### config.mk
export PLATFORM = sky130hd
export DESIGN_NAME = tx_startup_seq
export DESIGN_NICKNAME = d
export VERILOG_FILES = /design/src/rtl/tx_seq_pkg.sv /design/src/rtl/tx_seq_sync.sv /design/src/rtl/tx_seq_timer.sv /design/src/rtl/tx_seq_ctrl.sv /design/src/rtl/tx_startup_seq.sv
export SDC_FILE = /design/constraint.sdc
export NUM_CORES = 1
export LEC_CHECK = 0
export BUFFER_PORTS_ARGS = -buffer_cell sky130_fd_sc_hd__buf_4
export CAP_MARGIN = 15
export CORE_MARGIN = 2
export CORE_UTILIZATION = 50
export CTS_CLUSTER_SIZE = 25
export DETAILED_ROUTE_END_ITERATION = 10
export PLACE_DENSITY = 0.73
export SLEW_MARGIN = 20
export SYNTH_ARGS = -nofsm -noshare
export SYNTH_HDL_FRONTEND = slang
export SYNTH_SLANG_ARGS = --single-unit
### constraint.sdc
create_clock -name clk_i -period 1.8 [get_ports clk_i]
set_input_delay 0.27 -clock clk_i [delete_from_list [all_inputs] [get_ports clk_i]]
set_output_delay 0.27 -clock clk_i [all_outputs]
set_load 0.005 [all_outputs]
### src/rtl/tx_seq_pkg.sv
package tx_seq_pkg;
  typedef enum logic [2:0] {
    ST_PLL_RST  = 3'd0,
    ST_PLL_WAIT = 3'd1,
    ST_CLK_WAIT = 3'd2,
    ST_RDY_WAIT = 3'd3,
    ST_ALIGN    = 3'd4,
    ST_DONE     = 3'd5
  } seq_st_e;
endpackage

### src/rtl/tx_seq_sync.sv
// Multi-stage level synchronizer for a bundle of independent status bits.
module tx_seq_sync #(
  parameter int W      = 5,
  parameter int STAGES = 2
) (
  input  logic         clk,
  input  logic         rst,
  input  logic [W-1:0] d,
  output logic [W-1:0] q
);
  logic [W-1:0] stg [STAGES];

  for (genvar i = 0; i < STAGES; i++) begin : g_stage
    if (i == 0) begin : g_first
      always_ff @(posedge clk) begin
        if (rst) stg[i] <= '0;
        else     stg[i] <= d;
      end
    end else begin : g_next
      always_ff @(posedge clk) begin
        if (rst) stg[i] <= '0;
        else     stg[i] <= stg[i-1];
      end
    end
  end

  assign q = stg[STAGES-1];
endmodule

### src/rtl/tx_seq_timer.sv
// Dwell counter: cleared on every phase change, saturates at the timeout.
module tx_seq_timer #(
  parameter int WAIT_CYCLES    = 500,
  parameter int TIMEOUT_CYCLES = 65536
) (
  input  logic clk,
  input  logic rst,
  input  logic clr,
  output logic wait_done,
  output logic tmo_hit
);
  localparam int CW = $clog2(TIMEOUT_CYCLES);
  localparam logic [CW-1:0] WAIT_LAST = CW'(WAIT_CYCLES - 1);
  localparam logic [CW-1:0] TMO_LAST  = CW'(TIMEOUT_CYCLES - 1);

  logic [CW-1:0] cnt_q;

  always_ff @(posedge clk) begin
    if (rst || clr)           cnt_q <= '0;
    else if (cnt_q != TMO_LAST) cnt_q <= cnt_q + 1'b1;
  end

  assign wait_done = (cnt_q >= WAIT_LAST);
  assign tmo_hit   = (cnt_q == TMO_LAST);

  assert_no_wrap_R7: assert property (@(posedge clk) disable iff (rst)
    (tmo_hit && !clr) |=> tmo_hit);
endmodule

### src/rtl/tx_seq_ctrl.sv
// Phase controller with registered reset/handshake outputs.
module tx_seq_ctrl
  import tx_seq_pkg::*;
#(
  parameter bit BUF_BYPASS  = 1'b1,
  parameter bit OWN_PLL_RST = 1'b1
) (
  input  logic clk,
  input  logic soft_rst,
  input  logic lock_s,
  input  logic reflost_s,
  input  logic usr_s,
  input  logic rdone_s,
  input  logic aligned_s,
  input  logic wait_done,
  input  logic tmo_hit,
  output logic cnt_clr,
  output logic pll_rst_o,
  output logic tx_rst_o,
  output logic align_o,
  output logic done_o
);
  seq_st_e st_q, st_d;
  logic    lock_ok;

  assign lock_ok = lock_s & ~reflost_s;

  always_comb begin
    st_d = st_q;
    unique case (st_q)
      ST_PLL_RST:  if (wait_done) st_d = ST_PLL_WAIT;
      ST_PLL_WAIT: begin
        if (wait_done && lock_ok) st_d = ST_CLK_WAIT;
        else if (tmo_hit)         st_d = ST_PLL_RST;
      end
      ST_CLK_WAIT: begin
        if (!lock_ok)                st_d = ST_PLL_RST;
        else if (wait_done && usr_s) st_d = ST_RDY_WAIT;
        else if (tmo_hit)            st_d = ST_PLL_RST;
      end
      ST_RDY_WAIT: begin
        if (!lock_ok)              st_d = ST_PLL_RST;
        else if (usr_s && rdone_s) st_d = BUF_BYPASS ? ST_ALIGN : ST_DONE;
        else if (tmo_hit)          st_d = ST_PLL_RST;
      end
      ST_ALIGN: begin
        if (!lock_ok)       st_d = ST_PLL_RST;
        else if (aligned_s) st_d = ST_DONE;
        else if (tmo_hit)   st_d = ST_PLL_RST;
      end
      ST_DONE:  if (!lock_ok) st_d = ST_PLL_RST;
      default:  st_d = ST_PLL_RST;
    endcase
  end

  assign cnt_clr = (st_d != st_q);

  always_ff @(posedge clk) begin
    if (soft_rst) begin
      st_q      <= ST_PLL_RST;
      pll_rst_o <= OWN_PLL_RST;
      tx_rst_o  <= 1'b1;
      align_o   <= 1'b0;
      done_o    <= 1'b0;
    end else begin
      st_q      <= st_d;
      pll_rst_o <= OWN_PLL_RST && (st_d == ST_PLL_RST);
      tx_rst_o  <= (st_d == ST_PLL_RST) || (st_d == ST_PLL_WAIT);
      align_o   <= (st_d == ST_ALIGN);
      done_o    <= (st_d == ST_DONE);
    end
  end

  assert_pll_hold_R2: assert property (@(posedge clk) disable iff (soft_rst)
    (st_q == ST_PLL_WAIT && $past(st_q) == ST_PLL_RST) |-> $past(wait_done));
  assert_pll_owner_R2: assert property (@(posedge clk) disable iff (soft_rst)
    (OWN_PLL_RST || !pll_rst_o));
  assert_tx_gate_R3: assert property (@(posedge clk) disable iff (soft_rst)
    $fell(tx_rst_o) |-> $past(lock_ok && wait_done));
  assert_usr_first_R4: assert property (@(posedge clk) disable iff (soft_rst)
    (st_q == ST_RDY_WAIT && $past(st_q) == ST_CLK_WAIT) |-> $past(usr_s && wait_done));
  assert_loss_restart_R5: assert property (@(posedge clk) disable iff (soft_rst)
    (!tx_rst_o && !lock_ok) |=> (st_q == ST_PLL_RST));
  assert_align_path_R6: assert property (@(posedge clk) disable iff (soft_rst)
    $rose(done_o) |-> ($past(align_o) == BUF_BYPASS));
  assert_tmo_retry_R7: assert property (@(posedge clk) disable iff (soft_rst)
    (st_q == ST_PLL_WAIT && tmo_hit && !lock_ok) |=> (st_q == ST_PLL_RST));
  assert_done_hold_R8: assert property (@(posedge clk) disable iff (soft_rst)
    (done_o && lock_ok) |=> done_o);
endmodule

### src/rtl/tx_startup_seq.sv
module tx_startup_seq #(
  parameter int WAIT_CYCLES    = 500,
  parameter int TIMEOUT_CYCLES = 65536,
  parameter int SYNC_STAGES    = 2,
  parameter bit BUF_BYPASS     = 1'b1,
  parameter bit OWN_PLL_RST    = 1'b1
) (
  input  logic clk_i,
  input  logic soft_rst_i,
  input  logic pll_lock_i,
  input  logic refclk_lost_i,
  input  logic usrclk_stable_i,
  input  logic tx_rstdone_i,
  input  logic phase_aligned_i,
  output logic pll_rst_o,
  output logic tx_rst_o,
  output logic phase_align_o,
  output logic done_o
);
  localparam int NSTAT = 5;

  logic [NSTAT-1:0] stat_raw, stat_s;
  logic wait_done, tmo_hit, cnt_clr;

  assign stat_raw = {phase_aligned_i, tx_rstdone_i, usrclk_stable_i,
                     refclk_lost_i, pll_lock_i};

  tx_seq_sync #(.W(NSTAT), .STAGES(SYNC_STAGES)) u_sync (
    .clk(clk_i), .rst(soft_rst_i), .d(stat_raw), .q(stat_s));

  tx_seq_timer #(.WAIT_CYCLES(WAIT_CYCLES), .TIMEOUT_CYCLES(TIMEOUT_CYCLES)) u_timer (
    .clk(clk_i), .rst(soft_rst_i), .clr(cnt_clr),
    .wait_done(wait_done), .tmo_hit(tmo_hit));

  tx_seq_ctrl #(.BUF_BYPASS(BUF_BYPASS), .OWN_PLL_RST(OWN_PLL_RST)) u_ctrl (
    .clk(clk_i), .soft_rst(soft_rst_i),
    .lock_s(stat_s[0]), .reflost_s(stat_s[1]), .usr_s(stat_s[2]),
    .rdone_s(stat_s[3]), .aligned_s(stat_s[4]),
    .wait_done(wait_done), .tmo_hit(tmo_hit), .cnt_clr(cnt_clr),
    .pll_rst_o(pll_rst_o), .tx_rst_o(tx_rst_o),
    .align_o(phase_align_o), .done_o(done_o));
endmodule

After elaboration in Yosys (flattened, before gate mapping)
Memories as Yosys holds them, arrays and structs flattened.
Cells that the tools add are included.
{"block": "word_totals", "regBits": 23, "ramBits": 10, "mem_count": 1}
{"memory": "u_sync.stg", "depth": 2, "word_bits": 5, "read_ports": 2, "rd_ports_with_merged_regs": 0, "write_ports": 2, "line_no": "tx_seq_sync.sv:11", "text": "logic [W-1:0] stg [STAGES];"}
{"block": "op_classes", "n_addsub": 1, "order_cmp": 1, "eq_ne": 11, "n_mux": 16, "bitwise": 4, "reduce_logical": 7}
{"op": "3-bit 2-to-1 mux", "count": 10}
{"op": "3-bit one-hot mux with 6 select lines", "count": 1}
{"op": "16-bit by 1-bit adder with 16-bit output, second input constant", "count": 1}
{"op": "16-bit equality test, second input constant", "count": 1}
{"op": "16-bit by 9-bit >= comparator with 1-bit output, second input constant", "count": 1}
{"op": "16-bit inequality test, second input constant", "count": 1}
{"op": "3-bit equality test, second input constant", "count": 4}
{"op": "5-bit 2-to-1 mux", "count": 2}
{"op": "3-bit by 1-bit equality test with 1-bit output, second input constant", "count": 2}
{"op": "3-bit by 2-bit equality test with 1-bit output, second input constant", "count": 2}
{"op": "3-bit zero test", "count": 2}
{"op": "1-bit logical AND", "count": 3}
{"op": "1-bit 2-to-1 mux", "count": 3}
{"op": "3-bit inequality test", "count": 1}
{"op": "1-bit logical OR", "count": 2}
{"op": "1-bit bitwise OR", "count": 2}
{"op": "1-bit AND", "count": 1}
{"op": "1-bit inverter", "count": 1}

Longest topological paths before layout
{"block": "logic_depth", "depth_word": 7, "mapped_depth": 10}

Modules after synthesis
From an unflattened synthesis, not the netlist that was laid out.
{"block": "unflattened", "hier_cells": 167, "hier_area_um2": 1566.5}
{"module": "tx_seq_timer", "instances": 1, "cells_per_inst": 95, "area_each_um2": 832.0}
{"module": "tx_seq_ctrl", "instances": 1, "cells_per_inst": 52, "area_each_um2": 471.7}
{"module": "tx_seq_sync", "instances": 1, "cells_per_inst": 20, "area_each_um2": 262.8}

Least setup slack after synthesis
OpenSTA, ideal clock, no wires.
{"block": "synth_path", "path_kind": "reg-to-reg", "start": "reg u_timer.cnt_q[0]", "end": "reg u_timer.cnt_q[12]", "arrival_time_ns": 1.773, "required_time_ns": 1.684, "slack_ns": -0.089, "path_stages_with_launch": 10, "n_path_buf": 3, "period_less_slack_ns": 1.889, "cell_sequence": "dfxtp_1 ha_1 and3_1 clkbuf_2 nand4_1 buf_2 a31o_2 o21ai_2 buf_6 nor2_1"}
{"block": "synth_via", "elab_chain_cells": 7}
{"element": "start: declaration", "line_no": "tx_seq_timer.sv:16", "text": "logic [CW-1:0] cnt_q;"}
{"element": "start signal: assignment", "line_no": "tx_seq_timer.sv:20", "text": "else if (cnt_q != TMO_LAST) cnt_q <= cnt_q + 1'b1;"}
{"element": "16-bit by 9-bit >= comparator with 1-bit output / 16-bit equality test (equally long branches)", "line_no": "tx_seq_timer.sv:23, tx_seq_timer.sv:24"}
{"element": "1-bit logical AND / 3-bit 2-to-1 mux (equally long branches)"}
{"element": "3-bit 2-to-1 mux (on tied branches)", "line_no": "tx_seq_ctrl.sv:38, tx_seq_ctrl.sv:43, tx_seq_ctrl.sv:48"}
{"element": "3-bit 2-to-1 mux (on tied branches)", "line_no": "tx_seq_ctrl.sv:37, tx_seq_ctrl.sv:42, tx_seq_ctrl.sv:47"}
{"element": "3-bit one-hot mux with 6 select lines", "line_no": "tx_seq_ctrl.sv:30", "text": "unique case (st_q)"}
{"element": "3-bit inequality test", "line_no": "tx_seq_ctrl.sv:56", "text": "assign cnt_clr = (st_d != st_q);"}
{"element": "1-bit logical OR", "line_no": "tx_seq_timer.sv:19", "text": "if (rst || clr) cnt_q <= '0;"}
Several ways; a longest one is shown, not always the timed one.
A chain may end at the register's enable or synchronous reset.

Worst setup path after layout
{"block": "layout_path", "start": "reg u_timer.cnt_q[11]", "end": "reg u_timer.cnt_q[13]"}
The elaborated chain is that of the path after synthesis.

==> reports/qor.csv <==
stage,metric,value,unit
finish,Final Non-Filler Cells,233,
synthesis,post-synthesis mux area share,0.0130,
timing,Hold Fails Final Rpt,0,
synthesis,sequential element share of the synthesized area,0.428,
synthesis,post-synth cell types,39,
route,routed len/inst,14.7,µm
power,Comb pwr share,0.091,
clock_tree,Skew-Pair Late Insertion Delay,350,ps
synthesis,mapped cell area,1540,µm²
finish,area grow syn2layout,27.4,%
global_routing,first-pass GRT wire length,5620,µm
die,Rows,20,
synthesis,synthesized instance count,171,
clock_tree,Clock transition at path regs,120,ps
timing,Post-Route Skew,14.1,ps
global_routing,initial antenna violation count,0,
timing,min Tclk post-route,1870,ps
clock_tree,CTS Sinks,33,
finish,Register Area,681,µm²
worst_setup_path,FF-to-FF path depth,7,
finish,fin nets,207,
route,Routed WL,3420,µm
power,Sw Share,0.265,
route,DRC,0,
clock_tree,CTS root buffer,clkbuf_4,
power,internal power,0.000963,W
synthesis,Post-Synth Simple-Gate Area,0.313,
worst_setup_path,RR Endpoint,u_timer.cnt_q[13],
synthesis,"count leader, synth",dfxtp_1,
timing,"Slew Viols, Final",0,
worst_setup_path,"Largest stage delay, worst path",380,ps
worst_setup_path,R2R Setup Slk,-70,ps
worst_setup_path,FF-to-FF Start,u_timer.cnt_q[11],
synthesis,Post-synth top cells,"33 x dfxtp_1, 21 x nor2_1, 14 x nor2b_1",
die,Die W,59.5,µm
worst_setup_path,worst-path fanout max,16,
synthesis,Compound-Gate Fraction of Synth Area,0.136,
place,dpl ws,-146,ps
synthesis,fraction of registers with async set/reset,0,
worst_setup_path,Crit. End Element,flip-flop,
outcome,status,"complete, but fails checks",
place,hpwl dp,2330,µm
flow_run,Max-Cap Viols,0,
clock_tree,Num CTS Buffers,5,
synthesis,leading area contributor after synthesis,dfxtp_1,
die,Die H,59.5,µm
finish,combined area of the multi-input logic cells,942,µm²
min_path,hold path start,pll_lock_i,
clock_tree,Post-CTS Hold Buffers,0,
synthesis,largest family of logic cells by synthesized area,simple AND/OR/NAND/NOR gates,
timing,FMAX,534,MHz
synthesis,Synth area leaders,"dfxtp_1 43%, nor2b_1 5.7%, nor2_1 5.1%",
power,Leak,0.783,nW
worst_setup_path,"Max stage delay cell, worst path",dfxtp_4,
timing,Slew @ Worst Pin,480,ps
route,number of antenna-violating nets in the routed design,0,
timing,Hold WS,134,ps
die,Core Region,3000,µm²
global_routing,GRT Overall Usage,0.213,
place,number of I/O port buffers,10,
route,Initial DRC Count,49,
route,DR vias/cell,5.80,
worst_setup_path,Critical Path RT,2070,ps
global_routing,grt total ovfl,0,
timing,Final Cycle Share,1.04,
power,Power Density,666,nW/µm²
clock_tree,CTS tree,done,
timing,RSZ-0062 raised after global routing,yes,
worst_setup_path,CP Launch Type,flip-flop,
place,routability cong.,0.912,
synthesis,Post-Syn Nets,179,
die,io pins,11,
die,Die ar.,3550,µm²
synthesis,post-synth top area share,0.428,
worst_setup_path,Worst EP arrival,2150,ps
synthesis,Synth Area per Inst,9.02,µm²
worst_setup_path,CP top delay family,compound AO/OA/AOI/OAI gates,
global_routing,pin count of the biggest net entering global routing,17,
clock_tree,worst-case clock buffer depth,2,
outcome,violated checks,negative setup slack,
power,NetSw,0.000347,W
synthesis,Post-synth EDFFs,0,
synthesis,Synth Area in XOR/XNOR,0.0681,
place,Inst Count DP,220,
worst_setup_path,CP Class,reg -> reg,
route,TritonRoute pass-1 iters,5,
clock_tree,H-tree depth,2,
power,Max VDD drop,0.000515,V
route,via count,1352,
worst_setup_path,Crit path buffers/inverters,1,
synthesis,Synth Flop Type,dfxtp_1,
synthesis,Synth Warn #,0,
global_routing,vias in the first global route,1324,
finish,fraction of layout cells with a size suffix above 1,0.340,
timing,Slew HR,0.678,
synthesis,adder-cell area share of the yosys netlist,0.00811,
timing,Worst Slack Setup Final,-74.3,ps
power,Clk network pwr share,0.325,
die,Initial Util,0.514,
finish,ANT cells,0,
timing,Setup-failing EPs final,16,
worst_setup_path,CP Cell Sequence,nor4_4 -> o311ai_4 -> a211oi_2 -> nor4b_4 -> o21ai_4 -> buf_12 -> a21oi_4,
synthesis,#FFs+latches synth,33,
power,sequential share of power,0.585,
min_path,hold depth,2,
finish,fill cell count,242,
min_path,worst hold path class,in -> reg,
min_path,WHS Endpoint,u_sync.stg[0][0],
## state kept, by name (all words and copies together) (netlist names)
| name | cells |
|---|---|
| u_sync.stg | 10 |
| u_ctrl.align_o | 1 |
| u_ctrl.done_o | 1 |
| u_ctrl.tx_rst_o | 1 |
| u_ctrl.pll_rst_o | 1 |
| u_timer.cnt_q | 16 |
| u_ctrl.st_q | 3 |
## worst reg2reg max path, delay by kind of cell, from the launching register on
family	cells	cell delay, ps
buffers and inverters	1	160
flip-flops	1	380
AND/OR/NAND/NOR	2	610
AO/OA/AOI/OAI	4	650
## kinds of logic after synthesis
group,Yosys count
and+or+nand+nor,85
DFF,33
AOI/OAI and AO/OA,28
xor gates and xnor gates,12
buffers and inverters,10
muxes,2
adders and majority gates,1
## cells in the final DEF, fill, tap and decap left out, drive strengths merged, types with 2 or more instances in the layout
master and n:
a21oi 7, and2 3, dfxtp 33, nand2 10, o21ai 6, buf 29
nor2 21, nor2b 14, a22oi 2, nand3b 2, a211oi 5, clkinvlp 3
nor3 3, nand4 4, nand3 11, and4 4, mux2i 2, xnor2 4
inv 2, and3 8, clkbuf 5, xor2 8
## power groups by stage
stage          Combinational [W]  Clock, W  Sequential (W)
3_5_place_dp           0.0000928         0        0.000786
5_1_grt                 0.000129  0.000472        0.000770
3_3_place_gp           0.0000884         0        0.000785
2_1_floorplan          0.0000644         0        0.000782
4_1_cts                 0.000111  0.000436        0.000767
6_report                0.000119  0.000425        0.000766
## per-stage QoR
stage	instance area (µm²)	total power [W]	setup TNS [ps]	util
after floorplan	1590	0.000847	0	-
after global placement	1760	0.000873	-355	0.585
after detailed placement	1760	0.000879	-2090	0.585
after CTS	1920	0.00132	-683	0.640
after global routing	1970	0.00137	-2400	0.655
final	1970	0.00131	-643	0.655
## how the worst max path moves through the flow
stage / cells past startpoint / from / endpoint
5_1_grt: 7 / u_timer.cnt_q[11] / u_timer.cnt_q[4]
2_1_floorplan: 10 / u_timer.cnt_q[0] / u_timer.cnt_q[0]
4_1_cts: 7 / u_timer.cnt_q[14] / u_timer.cnt_q[13]
3_5_place_dp: 7 / u_timer.cnt_q[5] / u_timer.cnt_q[2]
3_3_place_gp: 6 / u_timer.cnt_q[11] / u_timer.cnt_q[15]
6_report: 7 / u_timer.cnt_q[11] / u_timer.cnt_q[13]
## final cells by class
class,instances,share of cell area
Timing Repair Buffer,29,0.119
Clock buffer,5,0.0191
Multi-Input combinational cell,128,0.479
Inverter,2,0.00382
Tap cell,33,0.0210
Clock inverter,3,0.0115
Sequential cell,33,0.346
## per-layer routing
layer / global-route usage / part of all wire / vias to the layer above
met4: 0.143 / 0.029 / 0
li1: - / - / 655
met2: 0.344 / 0.49 / 48
met5: 0 / 0 / -
met3: 0.0546 / 0.051 / 12
met1: 0.246 / 0.43 / 637
## what timing repair did
action / CTS / global route
gates resized for setup: 15 / 13
pin swaps: 13 / 4
buffers inserted: 5 / 0
setup endpoints to repair: 19 / 21
No activity file was read; power rests on OpenSTA's default activity.
